[config.mk]
export PLATFORM = sky130hd
export DESIGN_NAME = hbl_bridge
export DESIGN_NICKNAME = d
export VERILOG_FILES = /design/src/rtl/hbl_pkg.sv /design/src/rtl/hbl_decode.sv /design/src/rtl/hbl_ctl.sv /design/src/rtl/hbl_pack.sv /design/src/rtl/hbl_unpack.sv /design/src/rtl/hbl_bridge.sv
export SDC_FILE = /design/constraint.sdc
export NUM_CORES = 1
export LEC_CHECK = 0
export CORE_ASPECT_RATIO = 2
export CORE_MARGIN = 2
export CORE_UTILIZATION = 51
export DETAILED_ROUTE_END_ITERATION = 8
export GPL_TIMING_DRIVEN = 0
export PLACE_DENSITY = 0.85
export SETUP_SLACK_MARGIN = 0.1
export SLEW_MARGIN = 10
export SYNTH_ARGS = -nofsm -noshare
export SYNTH_HDL_FRONTEND = slang
export SYNTH_SLANG_ARGS = --single-unit
[constraint.sdc]
create_clock -name clk -period 2.85 [get_ports clk]
set_clock_uncertainty 0.2 [all_clocks]
set_input_delay 0.285 -clock clk [delete_from_list [all_inputs] [get_ports clk]]
set_output_delay 0.285 -clock clk [all_outputs]
set_load 0.1 [all_outputs]
[src/rtl/hbl_pkg.sv]
package hbl_pkg;

   // Which host register an address selects
   typedef enum logic [1:0] {
      SEL_NONE = 2'd0,
      SEL_CTL  = 2'd1,
      SEL_STAT = 2'd2,
      SEL_PORT = 2'd3
   } hbl_sel_e;

   function automatic int unsigned hbl_max(input int unsigned a, input int unsigned b);
      return (a > b) ? a : b;
   endfunction

endpackage

[src/rtl/hbl_decode.sv]
module hbl_decode
   import hbl_pkg::*;
#(
   parameter int unsigned       ADDR_W    = 10,
   parameter logic [ADDR_W-1:0] CTL_ADDR  = 10'h30C,
   parameter logic [ADDR_W-1:0] STAT_ADDR = 10'h304,
   parameter logic [ADDR_W-1:0] PORT_ADDR = 10'h30A
)(
   input  logic [ADDR_W-1:0] addr,
   output hbl_sel_e          sel
);

   if (CTL_ADDR == STAT_ADDR || CTL_ADDR == PORT_ADDR || STAT_ADDR == PORT_ADDR) begin : g_bad_map
      $error("hbl_decode: register addresses must differ");
   end

   always_comb begin
      if (addr == CTL_ADDR)       sel = SEL_CTL;
      else if (addr == STAT_ADDR) sel = SEL_STAT;
      else if (addr == PORT_ADDR) sel = SEL_PORT;
      else                        sel = SEL_NONE;
   end

endmodule

[src/rtl/hbl_ctl.sv]
module hbl_ctl #(
   parameter int unsigned CTL_W   = 2,
   parameter int unsigned RST_BIT = 0,
   parameter int unsigned NMI_BIT = 1
)(
   input  logic             clk,
   input  logic             rst_n,
   input  logic             wr_en,
   input  logic [CTL_W-1:0] wdata,
   output logic [CTL_W-1:0] ctl_q,
   output logic             cpu_reset,
   output logic             cpu_nmi
);

   if (RST_BIT >= CTL_W || NMI_BIT >= CTL_W || RST_BIT == NMI_BIT) begin : g_bad_bits
      $error("hbl_ctl: control bit positions out of range or overlapping");
   end

   always_ff @(posedge clk or negedge rst_n) begin
      if (!rst_n)     ctl_q <= '0;
      else if (wr_en) ctl_q <= wdata;
   end

   assign cpu_reset = ctl_q[RST_BIT];
   assign cpu_nmi   = ctl_q[NMI_BIT];

endmodule

[src/rtl/hbl_pack.sv]
module hbl_pack #(
   parameter int unsigned BYTE_W = 8,
   parameter int unsigned LANES  = 4
)(
   input  logic                    clk,
   input  logic                    rst_n,
   input  logic                    wr_en,
   input  logic [BYTE_W-1:0]       wdata,
   input  logic                    tx_ready,
   output logic [LANES*BYTE_W-1:0] tx_word,
   output logic                    tx_valid
);

   localparam int unsigned CNT_W = (LANES > 1) ? $clog2(LANES) : 1;
   localparam logic [CNT_W-1:0] LAST = CNT_W'(LANES - 1);

   if (LANES < 2 || (LANES & (LANES - 1)) != 0) begin : g_bad_lanes
      $error("hbl_pack: LANES must be a power of two, at least 2");
   end

   logic [CNT_W-1:0] cnt_q;
   logic             full_q;
   logic             take;

   // A byte is taken only while the holding word is free
   assign take = wr_en && !full_q;

   always_ff @(posedge clk or negedge rst_n) begin
      if (!rst_n)    cnt_q <= '0;
      else if (take) cnt_q <= cnt_q + 1'b1;
   end

   always_ff @(posedge clk or negedge rst_n) begin
      if (!rst_n)                    full_q <= 1'b0;
      else if (take && cnt_q == LAST) full_q <= 1'b1;
      else if (full_q && tx_ready)   full_q <= 1'b0;
   end

   for (genvar g = 0; g < LANES; g++) begin : g_lane
      localparam logic [CNT_W-1:0] IDX = CNT_W'(g);
      logic [BYTE_W-1:0] lane_q;
      always_ff @(posedge clk or negedge rst_n) begin
         if (!rst_n)                   lane_q <= '0;
         else if (take && cnt_q == IDX) lane_q <= wdata;
      end
      assign tx_word[g*BYTE_W +: BYTE_W] = lane_q;
   end

   assign tx_valid = full_q;

endmodule

[src/rtl/hbl_unpack.sv]
module hbl_unpack #(
   parameter int unsigned BYTE_W = 8,
   parameter int unsigned LANES  = 4,
   parameter bit          SHIFT  = 1'b0
)(
   input  logic                    clk,
   input  logic                    rst_n,
   input  logic [LANES*BYTE_W-1:0] rx_word,
   input  logic                    rx_valid,
   output logic                    rx_ready,
   input  logic                    rd_en,
   output logic [BYTE_W-1:0]       byte_out,
   output logic                    full
);

   localparam int unsigned WORD_W = LANES * BYTE_W;
   localparam int unsigned CNT_W  = (LANES > 1) ? $clog2(LANES) : 1;
   localparam logic [CNT_W-1:0] LAST = CNT_W'(LANES - 1);

   if (LANES < 2 || (LANES & (LANES - 1)) != 0) begin : g_bad_lanes
      $error("hbl_unpack: LANES must be a power of two, at least 2");
   end

   logic [WORD_W-1:0] buf_q;
   logic [CNT_W-1:0]  cnt_q;
   logic              full_q;
   logic              load;
   logic              pop;

   assign load = rx_valid && !full_q;
   assign pop  = rd_en && full_q;

   always_ff @(posedge clk or negedge rst_n) begin
      if (!rst_n)   cnt_q <= '0;
      else if (pop) cnt_q <= cnt_q + 1'b1;
   end

   always_ff @(posedge clk or negedge rst_n) begin
      if (!rst_n)                    full_q <= 1'b0;
      else if (load)                 full_q <= 1'b1;
      else if (pop && cnt_q == LAST) full_q <= 1'b0;
   end

   if (SHIFT) begin : g_shift
      // Word shifts down one byte per read; output is always the low lane
      always_ff @(posedge clk or negedge rst_n) begin
         if (!rst_n)    buf_q <= '0;
         else if (load) buf_q <= rx_word;
         else if (pop)  buf_q <= buf_q >> BYTE_W;
      end
      assign byte_out = buf_q[BYTE_W-1:0];
   end else begin : g_mux
      // Word stays put; the phase counter selects the lane
      always_ff @(posedge clk or negedge rst_n) begin
         if (!rst_n)    buf_q <= '0;
         else if (load) buf_q <= rx_word;
      end
      always_comb begin
         byte_out = '0;
         for (int k = 0; k < LANES; k++) begin
            if (cnt_q == CNT_W'(k)) byte_out = buf_q[k*BYTE_W +: BYTE_W];
         end
      end
   end

   assign rx_ready = !full_q;
   assign full     = full_q;

endmodule

[src/rtl/hbl_bridge.sv]
module hbl_bridge
   import hbl_pkg::*;
#(
   parameter int unsigned       ADDR_W      = 10,
   parameter int unsigned       BYTE_W      = 8,
   parameter int unsigned       WORD_W      = 32,
   parameter logic [ADDR_W-1:0] CTL_ADDR    = 10'h30C,
   parameter logic [ADDR_W-1:0] STAT_ADDR   = 10'h304,
   parameter logic [ADDR_W-1:0] PORT_ADDR   = 10'h30A,
   parameter int unsigned       TXFREE_BIT  = 7,
   parameter int unsigned       RXAVAIL_BIT = 6,
   parameter int unsigned       RST_BIT     = 0,
   parameter int unsigned       NMI_BIT     = 1,
   parameter bit                RX_SHIFT    = 1'b0
)(
   input  logic              clk,
   input  logic              rst_n,
   input  logic [ADDR_W-1:0] host_addr,
   input  logic [BYTE_W-1:0] host_wdata,
   input  logic              host_wr,
   input  logic              host_rd,
   output logic [BYTE_W-1:0] host_rdata,
   output logic [WORD_W-1:0] tx_word,
   output logic              tx_valid,
   input  logic              tx_ready,
   input  logic [WORD_W-1:0] rx_word,
   input  logic              rx_valid,
   output logic              rx_ready,
   output logic              cpu_reset,
   output logic              cpu_nmi
);

   localparam int unsigned LANES = WORD_W / BYTE_W;
   localparam int unsigned CTL_W = hbl_max(RST_BIT, NMI_BIT) + 1;

   if (WORD_W % BYTE_W != 0) begin : g_bad_width
      $error("hbl_bridge: WORD_W must be a multiple of BYTE_W");
   end
   if (TXFREE_BIT >= BYTE_W || RXAVAIL_BIT >= BYTE_W || TXFREE_BIT == RXAVAIL_BIT) begin : g_bad_stat
      $error("hbl_bridge: status bit positions out of range or overlapping");
   end
   if (CTL_W > BYTE_W) begin : g_bad_ctl
      $error("hbl_bridge: control register wider than the host byte");
   end

   hbl_sel_e          sel;
   logic [CTL_W-1:0]  ctl_q;
   logic [BYTE_W-1:0] rx_byte;
   logic              rx_full;
   logic [BYTE_W-1:0] stat_byte;
   logic [BYTE_W-1:0] ctl_byte;

   hbl_decode #(
      .ADDR_W    (ADDR_W),
      .CTL_ADDR  (CTL_ADDR),
      .STAT_ADDR (STAT_ADDR),
      .PORT_ADDR (PORT_ADDR)
   ) u_decode (
      .addr (host_addr),
      .sel  (sel)
   );

   hbl_ctl #(
      .CTL_W   (CTL_W),
      .RST_BIT (RST_BIT),
      .NMI_BIT (NMI_BIT)
   ) u_ctl (
      .clk       (clk),
      .rst_n     (rst_n),
      .wr_en     (host_wr && sel == SEL_CTL),
      .wdata     (host_wdata[CTL_W-1:0]),
      .ctl_q     (ctl_q),
      .cpu_reset (cpu_reset),
      .cpu_nmi   (cpu_nmi)
   );

   hbl_pack #(
      .BYTE_W (BYTE_W),
      .LANES  (LANES)
   ) u_pack (
      .clk      (clk),
      .rst_n    (rst_n),
      .wr_en    (host_wr && sel == SEL_PORT),
      .wdata    (host_wdata),
      .tx_ready (tx_ready),
      .tx_word  (tx_word),
      .tx_valid (tx_valid)
   );

   hbl_unpack #(
      .BYTE_W (BYTE_W),
      .LANES  (LANES),
      .SHIFT  (RX_SHIFT)
   ) u_unpack (
      .clk      (clk),
      .rst_n    (rst_n),
      .rx_word  (rx_word),
      .rx_valid (rx_valid),
      .rx_ready (rx_ready),
      .rd_en    (host_rd && sel == SEL_PORT),
      .byte_out (rx_byte),
      .full     (rx_full)
   );

   always_comb begin
      stat_byte              = '0;
      stat_byte[TXFREE_BIT]  = !tx_valid;
      stat_byte[RXAVAIL_BIT] = rx_full;
   end

   always_comb begin
      ctl_byte              = '0;
      ctl_byte[CTL_W-1:0]   = ctl_q;
   end

   always_comb begin
      host_rdata = '0;
      if (host_rd) begin
         unique case (sel)
            SEL_CTL:  host_rdata = ctl_byte;
            SEL_STAT: host_rdata = stat_byte;
            SEL_PORT: host_rdata = rx_full ? rx_byte : '0;
            default:  host_rdata = '0;
         endcase
      end
   end

endmodule

==> run_results.csv, run 1 <==
group,metric,value,unit
critical_path,critical_path_arrival,2.21,ns
cells_and_area,final_nets,436,
min_path,hp-class,"in -> async",
synth,synth.cell_area,0.003406,mm^2
floorplan,fp.dieW,61.79,um
floorplan,die_y,119.6,um
synth,synthTopCellsByArea,"dfrtp_1 (53%), mux2_2 (13%), mux2_4 (11%)",
synth,synthCells,256,
floorplan,core_area,0.006516,mm^2
synth,avgSynthCellArea,13.30,um^2
global_route,grt_pass1_wl,13.45,mm
outcome,status,"completed",
sta,finalHoldViolations,0,
power_and_ir_drop,p_total,2.413,mW
synth,yosysUniqueCellTypes,31,
critical_path,reg2reg_to,"u_unpack.buf_q[4]",
sta,worst_pin_slew,1.019,ns
sta,fin_crit,2.699,ns
power_and_ir_drop,internal-power,1.877,mW
clock_tree,cts_max_path_buffers,2,
floorplan,start_util,0.5227,
sta,fin_setup_tns,0,ns
global_route,grt_overflow_total,0,
drt,num_vias,2591,
sta,grt_setup_unrepaired,"true",
power_and_ir_drop,comb_power_share,0.110,
synth,yosysTopAreaCellShare,0.5290,
cells_and_area,layout-drive-gt1-share,0.3093,
clock_tree,clockRootBuffer,"clkbuf_16",
drt,viasPerCell,5.596,
critical_path,critPathCaptureType,"primary output",
sta,slew_viol_final,0,
flow_run,drv_cap,0,
critical_path,crit_type,"in -> out",
cells_and_area,syn_to_final_growth,47.32,%
drt,post-route-drc-count,0,
cells_and_area,fillers,434,
power_and_ir_drop,power_density,481.0,mW/mm^2
floorplan,num_io_pins,100,
global_route,grt_pass1_vias,2701,
cells_and_area,diodes,0,
global_route,grt_max_degree,65,
clock_tree,clk_pin_slew_worst_paths,0.05,ns
synth,ys.warnings.count,0,
drt,wl,8.803,mm
clock_tree,cts_inserted_buffers,9,
power_and_ir_drop,power_frac_seq,0.462,
clock_tree,cts_tree,"built",
power_and_ir_drop,leakagePower,2.254,nW
sta,min_period_over_period,0.9469,
synth,yosys.area.top_type,"dfrtp_1",
power_and_ir_drop,vdd_drop_max,0.4490,mV
power_and_ir_drop,p_switching,536.8,uW
floorplan,row_count,42,
critical_path,worst_r2r_path_depth,4,
cells_and_area,layout_common_cells,"clkdlybuf4s50_1 (89), dfrtp_1 (72), mux2_2 (38)",
clock_tree,cts.sinks,72,
sta,fmax,370.6,MHz
global_route,antenna_found_initial,0,
global_route,grt_usage,0.2478,
placement,place_congestion,0.7978,
sta,relSlewSlack,0.3187,
critical_path,crit_path_start_kind,"input pin",
placement,post-dp-hpwl,5.739,mm
drt,avgRoutedWirePerCell,19.01,um
placement,io_buffers,99,
clock_tree,clock_latency,0.33,ns
power_and_ir_drop,clkPwrFrac,0.428,
floorplan,die_area,0.007387,mm^2
synth,yosysSeqAreaShare,0.5290,
drt,first_pass_iters,4,
critical_path,cp_max_fo,4,
power_and_ir_drop,switching_share,0.2224,
sta,finalSetupViolCount,0,
clock_tree,htree_levels,3,
cells_and_area,layout_commonest_cell,"clkdlybuf4s50_1",
drt,first_iter_violations,142,
synth,syn_nets,320,
synth,synth_seq_cells,72,
critical_path,crit_required,2.37,ns
drt,final_antenna_net_count,0,
critical_path,timing.rr.start,"u_unpack.full",
critical_path,reg2reg_setup_slack,0.46,ns
## synthesized netlist by cell type, drive strengths merged
| cell | count |
|---|---|
| a2111oi | 2 |
| a211oi | 2 |
| a21oi | 13 |
| a221o | 4 |
| a32o | 2 |
| buf | 6 |
| clkbuf | 7 |
| dfrtp | 72 |
| ha | 8 |
| inv | 14 |
| mux2 | 62 |
| nand2 | 14 |
| nand2b | 2 |
| nand3 | 2 |
| nand3b | 13 |
| nor2 | 2 |
| nor2b | 3 |
| nor3b | 2 |
| nor4 | 5 |
| o2111a | 2 |
| o21ai | 9 |
| o22ai | 1 |
| o31ai | 1 |
| or4 | 5 |
| xnor2 | 2 |
| xor2 | 1 |
## area by class of cell
class	instances	area, um^2	area share
Timing Repair Buffer	105	1116	0.2224
Clock buffer	14	274.0	0.05461
Buffer	13	93.84	0.01870
Tap cell	88	110.1	0.02195
Sequential cell	72	1802	0.3591
Inverter	14	52.55	0.01047
Multi-Input combinational cell	157	1569	0.3127
## kinds of logic after synthesis
family	after synthesis	share of synthesized area
adders and majority gates	8	0.02939
muxes	62	0.2314
xor gates and xnor gates	3	0.007716
DFF	72	0.5290
and+or+nand+nor	48	0.09368
AOI/OAI and AO/OA	36	0.07017
buffers and inverters	27	0.03858
## through the flow
stage                 util  cells  setup WS [ns]  area (um^2)  hold WS (ns)
floorplan                -    256       -0.06664         3423       -0.2106
global placement    0.6943    443        -0.9767         4524        0.2906
detailed placement  0.6982    444         -1.009         4549      -0.07097
CTS                 0.7590    461        0.09635         4946        0.1288
global route        0.7700    463        0.07854         5017        0.1446
finish              0.7700    463         0.1514         5017        0.1314
## registers in the layout (all words and copies together), names as in the netlist
signal / flops
u_unpack.buf_q: 32
u_ctl.ctl_q: 2
u_unpack.full: 1
u_pack.cnt_q: 2
u_pack.tx_valid: 1
u_unpack.cnt_q: 2
u_pack.g_lane.lane_q: 32
## critical path, cell delays in order
cell and delay [ns]:
clkdlybuf4s50_1 0.40, or4_4 0.51, buf_8 0.14, or4_4 0.50
a21oi_4 0.18, buf_12 0.19
## layer usage
metal	track usage	wire (um)	vias to the layer above
met3	0.07220	575	23
met1	0.3084	3411	1273
li1	-	-	1155
met5	0	0	-
met2	0.4000	4626	140
met4	0.08511	189	0
## worst max path at each step
stage                       from            end  slack [ns]  cells past startpoint
6_report            host_addr[7]  host_rdata[2]        0.15                      6
3_3_place_gp        host_addr[4]  host_rdata[2]       -0.98                      6
5_1_grt        u_unpack.cnt_q[1]  host_rdata[4]        0.08                      7
4_1_cts             host_addr[4]  host_rdata[2]         0.1                      6
2_1_floorplan       host_addr[4]  host_rdata[2]       -0.07                      4
3_5_place_dp        host_addr[4]  host_rdata[2]       -1.01                      6
## power by group through the flow
| stage | registers, mW | clock network, mW | logic (mW) |
|---|---|---|---|
| floorplan | 1.13 | 0 | 0.0940 |
| global placement | 1.12 | 0 | 0.228 |
| detailed placement | 1.13 | 0 | 0.242 |
| CTS | 1.11 | 1.05 | 0.253 |
| global route | 1.12 | 1.09 | 0.285 |
| finish | 1.11 | 1.03 | 0.266 |
## timing repair
action,4_1_cts,5_1_grt
pin swaps,2,2
setup buffers,2,2
setup endpoints to repair,8,8
gates resized for setup,75,21
hold buffers,1,0
hold endpoints to repair,72,0
Note: power is estimated with default switching activity, not from simulation.
==> run 2: changes to the inputs <==
Settings changed: CORE_UTILIZATION 51 to 43, PLACE_DENSITY 0.85 to 0.77.
Clock period 2.85 ns to 2.28 ns, I/O delays scaled along.
==> run_results.csv, run 2 (synthesis gave the netlist of run 1 again) <==
group,metric,value,unit
cells_and_area,reg_top3,"u_pack.g_lane.lane_q x32, u_unpack.buf_q x32",
global_route,grt_pass1_wl,13.40,mm
sta,relSlewSlack,0.3436,
global_route,antenna_found_initial,0,
placement,dpl-instance-area,0.004622,mm^2
floorplan,num_io_pins,100,
power_and_ir_drop,p_total,2.960,mW
cells_and_area,syn_to_final_growth,56.43,%
placement,place_congestion,0.8107,
power_and_ir_drop,vdd_drop_max,0.4057,mV
sta,fin_crit,2.483,ns
sta,finalSetupViolCount,8,
critical_path,crit_required,1.85,ns
global_route,grt_usage,0.2039,
sta,min_period_over_period,1.089,
floorplan,fp.dieW,66.93,um
critical_path,crit_type,"reg -> out",
power_and_ir_drop,leakagePower,2.593,nW
critical_path,cp_max_fo,6,
sta,holdWs,0.04929,ns
drt,num_vias,2539,
critical_path,crit_path_start_kind,"register",
cells_and_area,layout_common_cells,"dfrtp_1 (71), clkdlybuf4s50_1 (44), dlygate4sd2_1 (39)",
power_and_ir_drop,power_density,555.5,mW/mm^2
critical_path,critPathCaptureType,"primary output",
outcome,status,"finished with violations",
floorplan,start_util,0.4351,
global_route,grt_pass1_vias,2703,
cells_and_area,design_area,0.005328,mm^2
sta,worst_pin_slew,0.9885,ns
flow_run,drv_cap,0,
drt,first_pass_iters,4,
sta,setup_ws,-0.2034,ns
clock_tree,clockRootBuffer,"clkbuf_16",
critical_path,critPathSlowestCell,"dfrtp_1",
sta,fmax,402.7,MHz
sta,grt_setup_unrepaired,"true",
sta,finalHoldViolations,0,
clock_tree,clk_pin_slew_worst_paths,0.05,ns
power_and_ir_drop,power_frac_seq,0.470,
floorplan,die_area,0.008692,mm^2
clock_tree,cts.sinks,72,
sta,slew_viol_final,0,
clock_tree,cts_tree,"built",
clock_tree,cts_inserted_buffers,9,
clock_tree,htree_levels,3,
clock_tree,cts_max_path_buffers,2,
floorplan,row_count,46,
critical_path,cpPeakStageDelay,0.42,ns
global_route,grt_max_degree,68,
min_path,hp-class,"in -> async",
critical_path,crit_chain,"inv_2 -> ha_2 -> clkbuf_8 -> buf_6 -> nand3b_1 -> a221o_1 -> a21oi_4 -> buf_12",
floorplan,core_area,0.007828,mm^2
cells_and_area,layout-drive-gt1-share,0.3683,
drt,wl,8.378,mm
drt,viasPerCell,5.214,
cells_and_area,diodes,0,
outcome,violations,"setup timing",
power_and_ir_drop,p_switching,665.6,uW
critical_path,critical_path_arrival,2.06,ns
drt,post-route-drc-count,0,
placement,io_buffers,99,
power_and_ir_drop,internal-power,2.294,mW
drt,first_iter_violations,172,
cells_and_area,final_nets,452,
placement,post-dp-hpwl,5.705,mm
clock_tree,clock_latency,0.33,ns
power_and_ir_drop,switching_share,0.2249,
drt,final_antenna_net_count,0,
floorplan,die_y,129.9,um
drt,avgRoutedWirePerCell,17.20,um
cells_and_area,layout_commonest_cell,"dfrtp_1",
power_and_ir_drop,comb_power_share,0.115,
power_and_ir_drop,clkPwrFrac,0.415,
global_route,grt_overflow_total,0,
sta,fin_setup_tns,-1.432,ns
[run 2: cell types whose count changed in the layout (fill, tap and decap cells not counted), moves of 7 or more]
cell,previous run,this run
dlygate4sd2_1,0,39
clkdlybuf4s50_1,89,44
buf_4,5,13
buf_12,5,12
[run 2: layout make-up]
class,instances,area [um^2]
fill,559,2500
inverter,14,52.55
buffer,13,156.4
timing repair buffer,121,1285
clock inverter,1,5.005
multi-input combinational,157,1655
sequential,72,1803
tap,96,120.1
clock buffer,13,250.2
[run 2: path summary, 6_finish.rpt]
path                                                  from  cells after the start                          to  slack, ns
worst min register to register  u_pack.g_lane[1].lane_q[1]                      1  u_pack.g_lane[1].lane_q[1]       0.30
max in group asynchronous                            rst_n                      3             u_pack.tx_valid       1.29
worst max register to register             u_pack.cnt_q[0]                      5  u_pack.g_lane[3].lane_q[6]       0.30
worst max-delay path                     u_unpack.cnt_q[1]                      8               host_rdata[4]      -0.20
min in group clk                                  tx_ready                      2             u_pack.tx_valid       0.25
worst min-delay path                                 rst_n                      2          u_unpack.buf_q[21]       0.05
[run 2: stage by stage]
stage	worst slack, ns	cells	util
final	-0.2034	487	0.6806
after CTS	-0.2464	482	0.6611
after detailed placement	-1.565	452	0.5905
after global placement	-1.742	451	0.5873
after global routing	-0.2871	487	0.6806
after floorplan	-0.1001	256	-
[run 2: worst max-delay path: cells and delay by family, from the launching register on]
kind | cells | cell delay (ns)
AOI/OAI and AO/OA | 2 | 0.53
buffers and inverters | 4 | 0.52
DFF | 1 | 0.42
adders and majority gates | 1 | 0.17
and+or+nand+nor | 1 | 0.07
[run 2: repair_timing]
action,in CTS,in global routing
cloned,0,2
setup buffers,15,3
endpoints found under the setup margin,85,29
pin swaps,10,13
hold buffers,1,0
endpoints found under the hold margin,72,0
resized for setup,155,19
[run 2: power by group through the flow]
stage	registers, mW	logic [mW]	clock network [mW]
floorplan	1.42	0.123	0
global placement	1.41	0.292	0
detailed placement	1.41	0.307	0
CTS	1.39	0.333	1.26
global route	1.40	0.371	1.31
finish	1.39	0.342	1.23
[run 2: layer usage]
metal,vias up,global-route usage,wire length [um]
li1,1181,-,-
met1,1258,0.2564,3463
met2,89,0.3459,4303
met3,11,0.04397,475
met4,0,0.06483,135
met5,-,0,0
==> run 3: changes to the inputs <==
Settings changed: CORE_UTILIZATION 43 to 40, GPL_TIMING_DRIVEN 0 to unset, PLACE_DENSITY 0.77 to 0.69.
Clock period 2.28 ns to 2.41 ns, I/O delays scaled along.
==> run_results.csv, run 3 (synthesis gave the netlist of run 1 again) <==
group,metric,value,unit
outcome,status,"finished with violations",
outcome,violations,"setup timing",
power_and_ir_drop,leakagePower,2.409,nW
sta,fin_setup_tns,-0.06794,ns
global_route,grt_pass1_wl,13.83,mm
drt,final_antenna_net_count,0,
global_route,grt_overflow_total,0,
placement,io_buffers,99,
sta,worst_pin_slew,0.3992,ns
placement,place_congestion,0.8115,
cells_and_area,diodes,0,
power_and_ir_drop,power_density,593.7,mW/mm^2
drt,first_pass_iters,4,
floorplan,start_util,0.4107,
cells_and_area,layout_common_cells,"dfrtp_1 (71), buf_4 (57), clkdlybuf4s50_1 (50)",
flow_run,drv_cap,0,
critical_path,cp_max_fo,6,
drt,wl,8.483,mm
critical_path,crit_type,"reg -> out",
drt,avgRoutedWirePerCell,17.53,um
drt,first_iter_violations,108,
global_route,use_met1,0.1987,
cells_and_area,reg_top3,"u_pack.g_lane.lane_q x32, u_unpack.buf_q x32",
clock_tree,cts_inserted_buffers,9,
sta,setup_ws,-0.02139,ns
clock_tree,cts_max_path_buffers,2,
sta,holdWs,0.2546,ns
clock_tree,clock_latency,0.33,ns
cells_and_area,layout-drive-gt1-share,0.4560,
cells_and_area,syn_to_final_growth,51.47,%
sta,grt_setup_unrepaired,"true",
power_and_ir_drop,clkPwrFrac,0.468,
floorplan,die_y,134.5,um
clock_tree,cts_tree,"built",
critical_path,reg2reg_setup_slack,0.43,ns
critical_path,crit_required,1.97,ns
sta,slew_viol_final,0,
clock_tree,clk_pin_slew_worst_paths,0.06,ns
critical_path,critical_path_arrival,1.99,ns
clock_tree,htree_levels,3,
critical_path,critPathCaptureType,"primary output",
power_and_ir_drop,p_switching,674.2,uW
cells_and_area,multi_input_area,0.001625,mm^2
drt,post-route-drc-count,0,
clock_tree,clockRootBuffer,"clkbuf_16",
global_route,use_met3,0.06493,
cells_and_area,fillers,661,
sta,finalSetupViolCount,4,
floorplan,core_area,0.008292,mm^2
sta,finalHoldViolations,0,
min_path,hp-class,"in -> async",
drt,viasPerCell,5.087,
floorplan,fp.dieW,69.25,um
power_and_ir_drop,switching_share,0.2201,
sta,relSlewSlack,0.7339,
power_and_ir_drop,power_frac_seq,0.429,
critical_path,crit_path_start_kind,"register",
floorplan,num_io_pins,100,
power_and_ir_drop,comb_power_share,0.104,
cells_and_area,layout_commonest_cell,"dfrtp_1",
cells_and_area,seq_area,0.001803,mm^2
floorplan,row_count,47,
cells_and_area,instances_no_fill,484,
sta,fmax,411.3,MHz
sta,fin_crit,2.431,ns
drt,num_vias,2462,
global_route,busiest_layer,"met2",
floorplan,die_area,0.009313,mm^2
sta,min_period_over_period,1.009,
global_route,grt_pass1_vias,2789,
placement,placed_cells,461,
cells_and_area,finish.utilization,0.6222,
global_route,grt_max_degree,73,
global_route,antenna_found_initial,0,
global_route,use_met2,0.3483,
placement,post-dp-hpwl,6.215,mm
clock_tree,cts.sinks,72,
power_and_ir_drop,internal-power,2.389,mW
cells_and_area,final_nets,445,
power_and_ir_drop,vdd_drop_max,0.4722,mV
global_route,grt_usage,0.1925,
-- run 3: cell count changes in the layout (fill, tap and decap cells not counted), sizes merged --
cell and change:
bufinv +2, clkinvlp +2, clkdlybuf4s15 -1, clkdlybuf4s50 +6, dlygate4sd2 -37, dlymetal6s2s -3, buf +35, clkbuf -9
-- run 3: path summary, 6_finish.rpt --
path                                       startpoint                          to  cells after the start
max in group asynchronous                       rst_n           u_unpack.cnt_q[0]                      3
min reg2reg                u_pack.g_lane[2].lane_q[3]  u_pack.g_lane[2].lane_q[3]                      1
max reg2reg                           u_pack.cnt_q[0]  u_pack.g_lane[0].lane_q[3]                      5
max                                 u_unpack.cnt_q[1]               host_rdata[5]                      8
min                                             rst_n             u_pack.cnt_q[1]                      3
min in group clk                             tx_ready             u_pack.tx_valid                      2
-- run 3: area by class of cell --
cell class | instances | area share
inverter | 14 | 0.01067
clock buffer | 11 | 0.04705
clock inverter | 5 | 0.01552
sequential | 72 | 0.3495
timing repair buffer | 127 | 0.2384
multi-input combinational | 157 | 0.3151
tap | 98 | 0.02377
-- run 3: per-stage QoR --
| stage | power (mW) | worst slack (ns) | cell area, um^2 |
|---|---|---|---|
| 6_report | 3.063 | -0.02139 | 5159 |
| 3_5_place_dp | 1.631 | -0.2236 | 4664 |
| 4_1_cts | 3.091 | -0.09100 | 5102 |
| 3_3_place_gp | 1.620 | -0.2135 | 4664 |
| 2_1_floorplan | 1.456 | -0.0007840 | 3461 |
| 5_1_grt | 3.186 | -0.08476 | 5159 |
-- run 3: power groups by stage --
| stage | Combinational [mW] | Clock [mW] | Sequential [mW] |
|---|---|---|---|
| 6_report | 0.317 | 1.43 | 1.31 |
| 2_1_floorplan | 0.115 | 0 | 1.34 |
| 3_3_place_gp | 0.290 | 0 | 1.33 |
| 3_5_place_dp | 0.299 | 0 | 1.33 |
| 5_1_grt | 0.345 | 1.52 | 1.32 |
| 4_1_cts | 0.313 | 1.47 | 1.31 |
-- run 3: what timing repair did --
item,in CTS,in global routing
endpoints found under the hold margin,72,0
buffers inserted,4,1
gates resized for setup,25,10
gates cloned,1,0
hold buffers,1,0
pin swaps,4,7
setup endpoints to repair,8,8
-- run 3: critical path: stages (launching register included) --
cell and delay [ns]:
dfrtp_1 0.41, inv_2 0.10, buf_6 0.10, ha_4 0.13
buf_6 0.12, nand3b_1 0.09, a221o_1 0.35, a21oi_4 0.16
buf_12 0.19
-- run 3: per-layer routing --
layer	wire length [um]	share of wire
met2	4751	0.56
met3	474	0.056
met1	3054	0.36
met5	0	0
met4	202	0.024
